File: src/rtl/msm_pkg.sv
package msm_pkg;
  typedef enum logic {PH_MARK = 1'b0, PH_SPACE = 1'b1} msm_phase_e;

  localparam int unsigned ADDR_MARK_HI  = 0;
  localparam int unsigned ADDR_MARK_LO  = 1;
  localparam int unsigned ADDR_SPACE_HI = 2;
  localparam int unsigned ADDR_SPACE_LO = 3;
  localparam int unsigned ADDR_CTRL     = 4;

  localparam int unsigned CTRL_RUN_BIT = 0;
  localparam int unsigned CTRL_IE_BIT  = 1;
  localparam int unsigned CTRL_DMA_BIT = 2;
  localparam int unsigned CTRL_BITS    = 3;
  localparam int unsigned NUM_DATA     = 4;
endpackage

File: src/rtl/msm_regs.sv
module msm_regs
  import msm_pkg::*;
#(
  parameter int DW = 8,
  parameter int AW = 3
) (
  input  logic            clk,
  input  logic            rst_n,
  input  logic            sel,
  input  logic            wr,
  input  logic [AW-1:0]   addr,
  input  logic [DW-1:0]   wdata,
  input  logic            flag,
  output logic [DW-1:0]   rdata,
  output logic [2*DW-1:0] mark_buf,
  output logic [2*DW-1:0] space_buf,
  output logic            run_en,
  output logic            irq_en,
  output logic            dma_mode,
  output logic            stat_rd,
  output logic            lo_acc,
  output logic            other_acc
);
  localparam int FLAG_BIT = DW - 1;

  logic [DW-1:0]        data_q [NUM_DATA];
  logic [CTRL_BITS-1:0] ctrl_q;

  function automatic logic addr_is(input logic [AW-1:0] a, input int unsigned idx);
    return a == AW'(idx);
  endfunction

  always_ff @(posedge clk) begin
    if (!rst_n) begin
      for (int i = 0; i < NUM_DATA; i++) data_q[i] <= '0;
      ctrl_q <= '0;
    end else if (sel && wr) begin
      for (int i = 0; i < NUM_DATA; i++)
        if (addr_is(addr, i)) data_q[i] <= wdata;
      if (addr_is(addr, ADDR_CTRL)) ctrl_q <= wdata[CTRL_BITS-1:0];
    end
  end

  assign mark_buf  = {data_q[ADDR_MARK_HI],  data_q[ADDR_MARK_LO]};
  assign space_buf = {data_q[ADDR_SPACE_HI], data_q[ADDR_SPACE_LO]};
  assign run_en    = ctrl_q[CTRL_RUN_BIT];
  assign irq_en    = ctrl_q[CTRL_IE_BIT];
  assign dma_mode  = ctrl_q[CTRL_DMA_BIT];

  assign stat_rd   = sel && !wr && addr_is(addr, ADDR_CTRL);
  assign lo_acc    = sel && (addr_is(addr, ADDR_MARK_LO) || addr_is(addr, ADDR_SPACE_LO));
  assign other_acc = sel && !stat_rd;

  always_comb begin
    rdata = '0;
    if (addr_is(addr, ADDR_CTRL)) begin
      rdata[CTRL_BITS-1:0] = ctrl_q;
      rdata[FLAG_BIT]      = flag;
    end else begin
      for (int i = 0; i < NUM_DATA; i++)
        if (addr_is(addr, i)) rdata = data_q[i];
    end
  end


  ctrl_write_chk: assert property (@(posedge clk) disable iff (!rst_n)
    (sel && wr && addr_is(addr, ADDR_CTRL)) |=> (run_en == $past(wdata[CTRL_RUN_BIT])));
endmodule

File: src/rtl/msm_engine.sv
module msm_engine
  import msm_pkg::*;
#(
  parameter int CW = 16
) (
  input  logic          clk,
  input  logic          rst_n,
  input  logic          run_en,
  input  logic [CW-1:0] mark_buf,
  input  logic [CW-1:0] space_buf,
  output logic          mod_out,
  output logic          eoc_evt
);
  logic          active;
  msm_phase_e    phase;
  logic [CW-1:0] mark_cnt;
  logic [CW-1:0] space_cnt;
  logic          start_evt;
  logic          boundary;

  function automatic logic [CW-1:0] count_down(input logic [CW-1:0] v);
    return v - CW'(1);
  endfunction

  function automatic logic at_zero(input logic [CW-1:0] v);
    return v == '0;
  endfunction

  assign start_evt = !active && run_en;
  assign boundary  = active && (phase == PH_SPACE) && at_zero(space_cnt);
  assign eoc_evt   = start_evt || (boundary && run_en);
  assign mod_out   = active && (phase == PH_MARK);

  always_ff @(posedge clk) begin
    if (!rst_n) begin
      active    <= 1'b0;
      phase     <= PH_MARK;
      mark_cnt  <= '0;
      space_cnt <= '0;
    end else if (start_evt || (boundary && run_en)) begin
      active    <= 1'b1;
      phase     <= PH_MARK;
      mark_cnt  <= mark_buf;
      space_cnt <= space_buf;
    end else if (boundary) begin
      active <= 1'b0;
    end else if (active) begin
      if (phase == PH_MARK) begin
        if (at_zero(mark_cnt)) phase <= PH_SPACE;
        else                   mark_cnt <= count_down(mark_cnt);
      end else begin
        space_cnt <= count_down(space_cnt);
      end
    end
  end


  eoc_needs_run_chk: assert property (@(posedge clk) disable iff (!rst_n)
    eoc_evt |-> run_en);

  start_mark_chk: assert property (@(posedge clk) disable iff (!rst_n)
    (!active && run_en) |=> (active && mod_out));

  reload_chk: assert property (@(posedge clk) disable iff (!rst_n)
    (boundary && run_en) |=> (mark_cnt == $past(mark_buf) && space_cnt == $past(space_buf) && mod_out));

  stop_chk: assert property (@(posedge clk) disable iff (!rst_n)
    (boundary && !run_en) |=> (!active && !mod_out));
endmodule

File: src/rtl/msm_flag.sv
module msm_flag (
  input  logic clk,
  input  logic rst_n,
  input  logic eoc_evt,
  input  logic stat_rd,
  input  logic lo_acc,
  input  logic other_acc,
  input  logic dma_mode,
  input  logic dma_done,
  input  logic irq_en,
  output logic flag,
  output logic irq,
  output logic dma_req
);
  logic armed;
  logic seq_clr;
  logic dma_clr;

  assign seq_clr = armed && lo_acc && !dma_mode;
  assign dma_clr = dma_mode && dma_done;

  always_ff @(posedge clk) begin
    if (!rst_n) begin
      flag  <= 1'b0;
      armed <= 1'b0;
    end else begin
      if (eoc_evt)                 flag <= 1'b1;
      else if (seq_clr || dma_clr) flag <= 1'b0;
      if (stat_rd)        armed <= flag;
      else if (other_acc) armed <= 1'b0;
    end
  end

  assign irq     = flag && irq_en && !dma_mode;
  assign dma_req = flag && irq_en && dma_mode;


  set_wins_chk: assert property (@(posedge clk) disable iff (!rst_n)
    eoc_evt |=> flag);

  dma_clear_chk: assert property (@(posedge clk) disable iff (!rst_n)
    (dma_mode && dma_done && !eoc_evt) |=> !flag);

  seq_clear_chk: assert property (@(posedge clk) disable iff (!rst_n)
    (armed && lo_acc && !dma_mode && !eoc_evt) |=> !flag);

  req_route_chk: assert property (@(posedge clk) disable iff (!rst_n)
    (flag && irq_en) |-> (irq != dma_req));
endmodule

File: src/rtl/mark_space_mod.sv
module mark_space_mod
  import msm_pkg::*;
#(
  parameter int DW = 8,
  parameter int AW = 3
) (
  input  logic          clk,
  input  logic          rst_n,
  input  logic          bus_sel,
  input  logic          bus_wr,
  input  logic [AW-1:0] bus_addr,
  input  logic [DW-1:0] bus_wdata,
  output logic [DW-1:0] bus_rdata,
  input  logic          dma_done,
  output logic          mod_out,
  output logic          irq,
  output logic          dma_req
);
  localparam int CW = 2 * DW;

  logic [CW-1:0] mark_buf;
  logic [CW-1:0] space_buf;
  logic          run_en;
  logic          irq_en;
  logic          dma_mode;
  logic          stat_rd;
  logic          lo_acc;
  logic          other_acc;
  logic          flag;
  logic          eoc_evt;

  msm_regs #(.DW(DW), .AW(AW)) regs_i (
    .clk       (clk),
    .rst_n     (rst_n),
    .sel       (bus_sel),
    .wr        (bus_wr),
    .addr      (bus_addr),
    .wdata     (bus_wdata),
    .flag      (flag),
    .rdata     (bus_rdata),
    .mark_buf  (mark_buf),
    .space_buf (space_buf),
    .run_en    (run_en),
    .irq_en    (irq_en),
    .dma_mode  (dma_mode),
    .stat_rd   (stat_rd),
    .lo_acc    (lo_acc),
    .other_acc (other_acc)
  );

  msm_engine #(.CW(CW)) engine_i (
    .clk       (clk),
    .rst_n     (rst_n),
    .run_en    (run_en),
    .mark_buf  (mark_buf),
    .space_buf (space_buf),
    .mod_out   (mod_out),
    .eoc_evt   (eoc_evt)
  );

  msm_flag flag_i (
    .clk       (clk),
    .rst_n     (rst_n),
    .eoc_evt   (eoc_evt),
    .stat_rd   (stat_rd),
    .lo_acc    (lo_acc),
    .other_acc (other_acc),
    .dma_mode  (dma_mode),
    .dma_done  (dma_done),
    .irq_en    (irq_en),
    .flag      (flag),
    .irq       (irq),
    .dma_req   (dma_req)
  );


  reset_quiet_chk: assert property (@(posedge clk)
    !rst_n |=> (!mod_out && !irq && !dma_req));
endmodule

File: config.mk
export PLATFORM = sky130hd
export DESIGN_NAME = mark_space_mod
export DESIGN_NICKNAME = d
export VERILOG_FILES = /design/src/rtl/msm_pkg.sv /design/src/rtl/msm_regs.sv /design/src/rtl/msm_engine.sv /design/src/rtl/msm_flag.sv /design/src/rtl/mark_space_mod.sv
export SDC_FILE = /design/constraint.sdc
export NUM_CORES = 1
export LEC_CHECK = 0
export ABC_AREA = 1
export BUFFER_PORTS_ARGS = -buffer_cell sky130_fd_sc_hd__buf_2
export CORE_MARGIN = 8
export CORE_UTILIZATION = 50
export CTS_CLUSTER_DIAMETER = 80
export DETAILED_ROUTE_END_ITERATION = 12
export HOLD_SLACK_MARGIN = 0.08
export PLACE_DENSITY_LB_ADDON = 0.05
export SYNTH_ARGS = -nofsm -noshare
export SYNTH_HDL_FRONTEND = slang
export SYNTH_SLANG_ARGS = --single-unit
File: constraint.sdc
create_clock -name clk -period 3.89 [get_ports clk]
set_clock_uncertainty 0.05 [all_clocks]
set_input_delay 0.389 -clock clk [delete_from_list [all_inputs] [get_ports clk]]
set_output_delay 0.389 -clock clk [all_outputs]
set_load 0.05 [all_outputs]
==> out/qor.csv, run 1 <==
stage;metric;value;unit
route;DRT Pass-1 Iters;6;
yosys;Gate Count Post-Synth;619;
critical_path;crit-path max FO;6;
run_status;outcome;finished clean;
placed_design;input/output buffers;26;
power;Final Power;2.08;mW
cells_and_area;area grow syn2layout;8.60;%
route;WL final;11.7;mm
cells_and_area;most common cell after layout, fill and taps aside;nand2_1;
yosys;Mean Syn Cell Area;7.03;um^2
clock_tree;clk buf depth;2;
yosys;post-synthesis sequential area ratio;0.400;
cells_and_area;Final Non-Filler Cells;753;
timing;final setup TNS;0;ps
yosys;Mapped Nets;639;
placed_design;RD Place Congestion;0.955;
cells_and_area;most frequent cells in the layout;nand2_1, nor2_1, inv_1;
timing;Hold Worst Slack;227;ps
clock_tree;postcts setup bufs;0;
placed_design;Final HPWL DP;8.82;mm
route;Antenna Nets Post-Route;0;
clock_tree;Hold-fix buffers, CTS;0;
route;DRC;0;
global_route;initial antenna violation count;0;
timing;RSZ-0062 raised after global routing;no;
clock_tree;total CTS buffers;9;
floorplan;FP Rows;34;
global_route;total gr overflow;0;
cells_and_area;number of diodes;0;
cells_and_area;share of cells above drive strength 1;0.133;
timing;Slew @ Worst Pin;1140;ps
route;vias per cell;5.36;
timing;final hold vios;0;
global_route;vias in the first global route;3733;
global_route;first-pass GRT wire length;18.8;mm
yosys;prevailing post-synth register cell;dfxtp_1;
clock_tree;clock transition at the registers of the reported paths;80;ps
critical_path;Worst setup EP type;output port;
critical_path;Critical Path AT;1800;ps
power;VDD IR max;0.000219;V
route;post-DR wirelength/cell;15.5;um
clock_tree;Max H-tree Level;3;
hold_path;Hold WC Path Type;in2reg;
timing;# setup viols final;0;
cells_and_area;Total Nets Final;660;
yosys;Syn Std Cell Area;4350;um^2
global_route;GRT Util Overall;0.203;
floorplan;die height;109;um
floorplan;die area;11900;um^2
clock_tree;clock latency on the worst-skew pair;350;ps
global_route;largest net degree at the start of global routing;34;
floorplan;Die W;109;um
timing;count of pins over their slew limit;0;
clock_tree;CTS tree;yes;
route;1st-iter DRT viols;294;
critical_path;Data required, critical path;3450;ps
critical_path;critical path launch point type;primary input;
floorplan;core area;8590;um^2
floorplan;I/O pins;27;
yosys;synth warn;0;
placed_design;placed cells;737;
yosys;#FFs+latches synth;71;
floorplan;initial core utilization;0.506;
yosys;Post-synth ARST share;0;
timing;Tmin final;2240;ps
clock_tree;clock root buffer;clkbuf_8;
critical_path;critical path class;in2out;
job;max cap viols;0;
timing;period utilization;0.575;
power;PwrDens;440;nW/um^2
power;P_leak;2.13;nW
timing;worst slew margin relative to its limit;0.235;
clock_tree;cts repair resizes;0;
clock_tree;clock sinks;71;
yosys;Synth cell types;36;
timing;Max Freq;0.447;GHz
yosys;number of synthesized flops with an enable pin;32;
route;DR vias;4038;
## stage by stage
stage               worst slack, ps  instance area [um^2]  utilization
floorplan                      1720                  4350            -
global placement               1550                  4490        0.523
detailed placement             1430                  4490        0.523
CTS                            1650                  4720        0.550
global route                   1500                  4720        0.550
finish                         1650                  4720        0.550
## where the power goes
| part | switching, mW | internal, mW |
|---|---|---|
| clock | 0.310 | 0.379 |
| combinational | 0.352 | 0.179 |
| sequential | 0.0385 | 0.819 |
## Yosys cell counts, types with 2 or more instances
cell	instances	area [um^2]
o21ai_2	2	17.5
a21oi_1	29	145
buf_6	4	45.0
ha_1	4	50.1
inv_1	66	248
nand3b_1	3	22.5
nand2_2	14	87.6
nor2_1	110	413
o211ai_1	5	37.5
nor2_2	3	18.8
a21oi_2	12	105
nor3_1	10	50.1
nor2_4	4	45.0
xnor2_1	5	43.8
nand2_1	165	619
nand3_1	59	295
o21ai_0	19	95.1
o22ai_1	2	12.5
edfxtp_1	32	961
nand3_2	3	30.0
dfxtp_1	39	781
nand4_1	2	12.5
a221oi_1	3	26.3
buf_12	2	40.0
a22oi_1	2	15.0
nand2_4	2	22.5
clkbuf_1	8	30.0
buf_4	2	15.0
## final cells by class
type                    count  area [um^2]
inverters                  67          251
clock buffers              12          178
repair buffers             28          145
clock inverters             4         55.1
multi-input cells         463         2220
flip-flops and latches     71         1740
fillers                   875         3870
well taps                 108          135
## kinds of logic (layout without fill, tap and decap cells)
| kind of cell | Yosys count | count (layout) | share of synthesized area |
|---|---|---|---|
| simple gates | 376 | 376 | 0.374 |
| flops | 71 | 71 | 0.400 |
| compound gates | 77 | 77 | 0.112 |
| xor+xnor | 6 | 6 | 0.0121 |
| buf+inv | 85 | 111 | 0.0898 |
| fa+ha+maj | 4 | 4 | 0.0115 |
## routing by layer
layer	part of all wire	track usage
met5	0	0
met4	0.018	0.0656
met3	0.063	0.0402
met2	0.45	0.314
met1	0.47	0.279
## sequential cells by signal, indices dropped and copies added, names as in the netlist
signal	count
engine_i.mark_cnt	16
engine_i.phase	1
engine_i.space_cnt	16
regs_i.ctrl_q	3
flag_i.armed	1
flag_i.flag	1
regs_i.data_q	32
engine_i.active	1
## worst max-delay path, cell delays in order
cell,delay (ps)
buf_2,110
inv_1,80
nand2_1,80
nor2_1,300
inv_1,170
nor2_1,140
a221oi_1,70
o211ai_1,150
buf_2,310
## worst paths after layout
path              cells past startpoint  slack, ps                  from                    to
hold / removal                        2        230               bus_sel          flag_i.armed
hold reg to reg                       2        450  engine_i.mark_cnt[1]  engine_i.mark_cnt[1]
setup / recovery                      9       1650           bus_addr[2]          bus_rdata[0]
setup reg to reg                      6       1690      regs_i.ctrl_q[0]  engine_i.mark_cnt[1]
No activity file was read; power rests on OpenSTA's default activity.
==> inputs of run 2 (changes only) <==
- clock period: 3.89 -> 2.3 ns (I/O delays scaled with it)
==> run 2 against run 1 <==
Effect of this change:
- cell area rose by 1.6%
- die area did not move
- critical endpoint is now engine_i.mark_cnt[1]
- largest cell class unchanged
- non-clock buffer count rose by 11
- wire length fell by 0.61%
- power rose by 68%
- highest routed layer unchanged
- flip-flop and latch count did not move
- sequential share of layout area fell by 0.57 points
- global-route usage rose by 0.26 points
- sequential power rose by 69%
- clock power rose by 67%
- clock-buffer cell count fell by 2
- via count fell by 0.45%
==> out/qor.csv, run 2 (synthesis gave the netlist of run 1 again) <==
stage;metric;value;unit;change
run_status;outcome;finished clean;;
global_route;vias in the first global route;3840;;+2.9%
critical_path;critical path launch point type;register;;
power;VDD IR max;0.000512;V;+130%
clock_tree;clock latency on the worst-skew pair;350;ps;about the same
cells_and_area;area grow syn2layout;10.3;%;
power;P_leak;2.17;nW;+2.2%
floorplan;core area;8590;um^2;unchanged
clock_tree;total CTS buffers;9;;unchanged
floorplan;FP Rows;34;;unchanged
cells_and_area;number of diodes;0;;unchanged
clock_tree;clock transition at the registers of the reported paths;80;ps;about the same
power;switching share of total power;0.336;;-0.00104
placed_design;RD Place Congestion;0.940;;-1.6%
clock_tree;cts repair resizes;0;;unchanged
placed_design;input/output buffers;26;;unchanged
hold_path;Min-Delay Endpoint;regs_i.ctrl_q[2];;
timing;Slew @ Worst Pin;642;ps;-494 ps
critical_path;crit-path max FO;19;;+13
cells_and_area;Total Nets Final;671;;+1.7%
route;WL final;11.6;mm;-0.61%
hold_path;WHS Path Cells;3;;+1
global_route;initial antenna violation count;0;;unchanged
timing;RSZ-0062 raised after global routing;no;;
cells_and_area;design area;4800;um^2;+1.6%
critical_path;setup slack, reg-to-reg;300;ps;-1390 ps
clock_tree;clock root buffer;clkbuf_8;;
placed_design;post-place instance area;4570;um^2;+1.7%
timing;# setup viols final;0;;unchanged
power;switching power;1.17;mW;+67%
floorplan;die area;11900;um^2;unchanged
cells_and_area;Top reg by flops;regs_i.data_q;;
clock_tree;CTS tree;yes;;
hold_path;min-delay src;bus_wdata[2];;
timing;Hold Worst Slack;145;ps;-82.6 ps
global_route;largest net degree at the start of global routing;29;;-15%
power;Pint;2.32;mW;+68%
timing;Max Freq;0.500;GHz;
cells_and_area;top flop regs;regs_i.data_q: 32 flops, engine_i.mark_cnt: 16 flops, engine_i.space_cnt: 16 flops;;
critical_path;Critical Path AT;2230;ps;+430 ps
cells_and_area;most frequent cells in the layout;nand2_1, nor2_1, inv_1;;
critical_path;Data required, critical path;2530;ps;-920 ps
cells_and_area;share of cells above drive strength 1;0.146;;+0.0130
floorplan;initial core utilization;0.506;;unchanged
critical_path;R2R Path End;engine_i.mark_cnt[1];;
route;vias per cell;5.26;;-1.9%
cells_and_area;fillers;845;;-3.4%
placed_design;dpl ws;319;ps;-1110 ps
timing;count of pins over their slew limit;0;;unchanged
clock_tree;clk buf depth;2;;unchanged
route;post-DR wirelength/cell;15.2;um;-2.0%
critical_path;worst reg-to-reg path cell count;10;;+4
route;Antenna Nets Post-Route;0;;unchanged
clock_tree;Max H-tree Level;3;;unchanged
job;max cap viols;0;;unchanged
placed_design;Final HPWL DP;8.54;mm;-3.2%
timing;final setup TNS;0;ps;unchanged
floorplan;Die W;109;um;unchanged
power;Clock power frac;0.329;;-0.003
timing;final hold vios;0;;unchanged
cells_and_area;most common cell after layout, fill and taps aside;nand2_1;;
timing;final worst slack;299;ps;-1350 ps
power;Final Power;3.49;mW;+68%
global_route;total gr overflow;0;;unchanged
global_route;GRT Util Overall;0.206;;+0.00263
cells_and_area;Largest register FFs;32;;unchanged
route;DRT Pass-1 Iters;4;;-2
floorplan;die height;109;um;unchanged
cells_and_area;flip-flop and latch area;1740;um^2;unchanged
critical_path;Worst setup EP type;register;;
route;1st-iter DRT viols;306;;+4.1%
route;DR vias;4020;;-0.45%
route;DRC;0;;unchanged
power;PwrDens;727;nW/um^2;+65%
critical_path;RR Startpoint;engine_i.space_cnt[0];;
global_route;first-pass GRT wire length;19.2;mm;+1.9%
power;share of total power in combinational logic;0.255;;about the same
cells_and_area;multi-input combinational cell area;2220;um^2;unchanged
timing;period utilization;0.870;;
clock_tree;postcts setup bufs;0;;unchanged
placed_design;placed cells;747;;+1.4%
power;Reg power frac;0.416;;+0.003
floorplan;I/O pins;27;;unchanged
hold_path;Hold WC Path Type;in2reg;;
cells_and_area;Final Non-Filler Cells;764;;+1.5%
cells_and_area;fin util;0.558;;+0.00859
timing;Tmin final;2000;ps;
clock_tree;clock sinks;71;;unchanged
critical_path;critical path class;reg2reg;;
timing;worst slew margin relative to its limit;0.572;;+0.338
## run 2: changes by cell type in the layout (fill, tap and decap cells not counted)
cell           previous run  this run
clkinv_4                  0         2
clkbuf_16                 2         0
inv_6                     2         1
buf_4                     2        12
bufinv_16                 1         2
dlygate4sd3_1             0         1
## run 2: timing repair
action,CTS,global route
endpoints found under the setup margin,0,0
hold buffers,1,0
endpoints found under the hold margin,1,0
## run 2: worst max-delay path by stage
stage	from	end	slack, ps
after floorplan	bus_addr[2]	bus_rdata[5]	450
after global placement	engine_i.space_cnt[0]	engine_i.mark_cnt[2]	380
after detailed placement	engine_i.space_cnt[0]	engine_i.mark_cnt[1]	320
after CTS	engine_i.space_cnt[0]	engine_i.mark_cnt[1]	290
after global routing	engine_i.space_cnt[0]	engine_i.space_cnt[1]	90
final	engine_i.space_cnt[0]	engine_i.mark_cnt[1]	300
## run 2: power groups by stage
stage	Sequential (mW)	Clock, mW	Combinational [mW]
finish	1.45	1.15	0.889
global placement	1.48	0	0.874
floorplan	1.45	0	0.714
CTS	1.45	1.16	0.889
detailed placement	1.48	0	0.882
global route	1.46	1.22	1.02
## run 2: layout make-up
class                      instances  area share
timing repair buffer              39      0.0480
multi-input combinational        463       0.462
inverter                          67      0.0524
sequential                        71       0.363
tap                              108      0.0282
clock buffer                      10      0.0266
clock inverter                     6      0.0196
## run 2: worst max-delay path, stage by stage, from the launching register on
cell	delay, ps
dfxtp_1	350
inv_1	140
ha_1	160
nand2_1	60
nor2_2	140
nand3_2	100
nand2_4	220
nor2_4	80
nor2_4	370
nand2_1	110
a21oi_1	150
## run 2: per-layer routing
| metal | wire [um] | global-route usage | part of all wire | vias up |
|---|---|---|---|---|
| met5 | 0 | 0 | 0 | - |
| met4 | 183 | 0.0752 | 0.016 | 0 |
| met3 | 484 | 0.0390 | 0.042 | 13 |
| met2 | 5380 | 0.320 | 0.46 | 104 |
| met1 | 5560 | 0.280 | 0.48 | 1839 |
| li1 | - | - | - | 2064 |
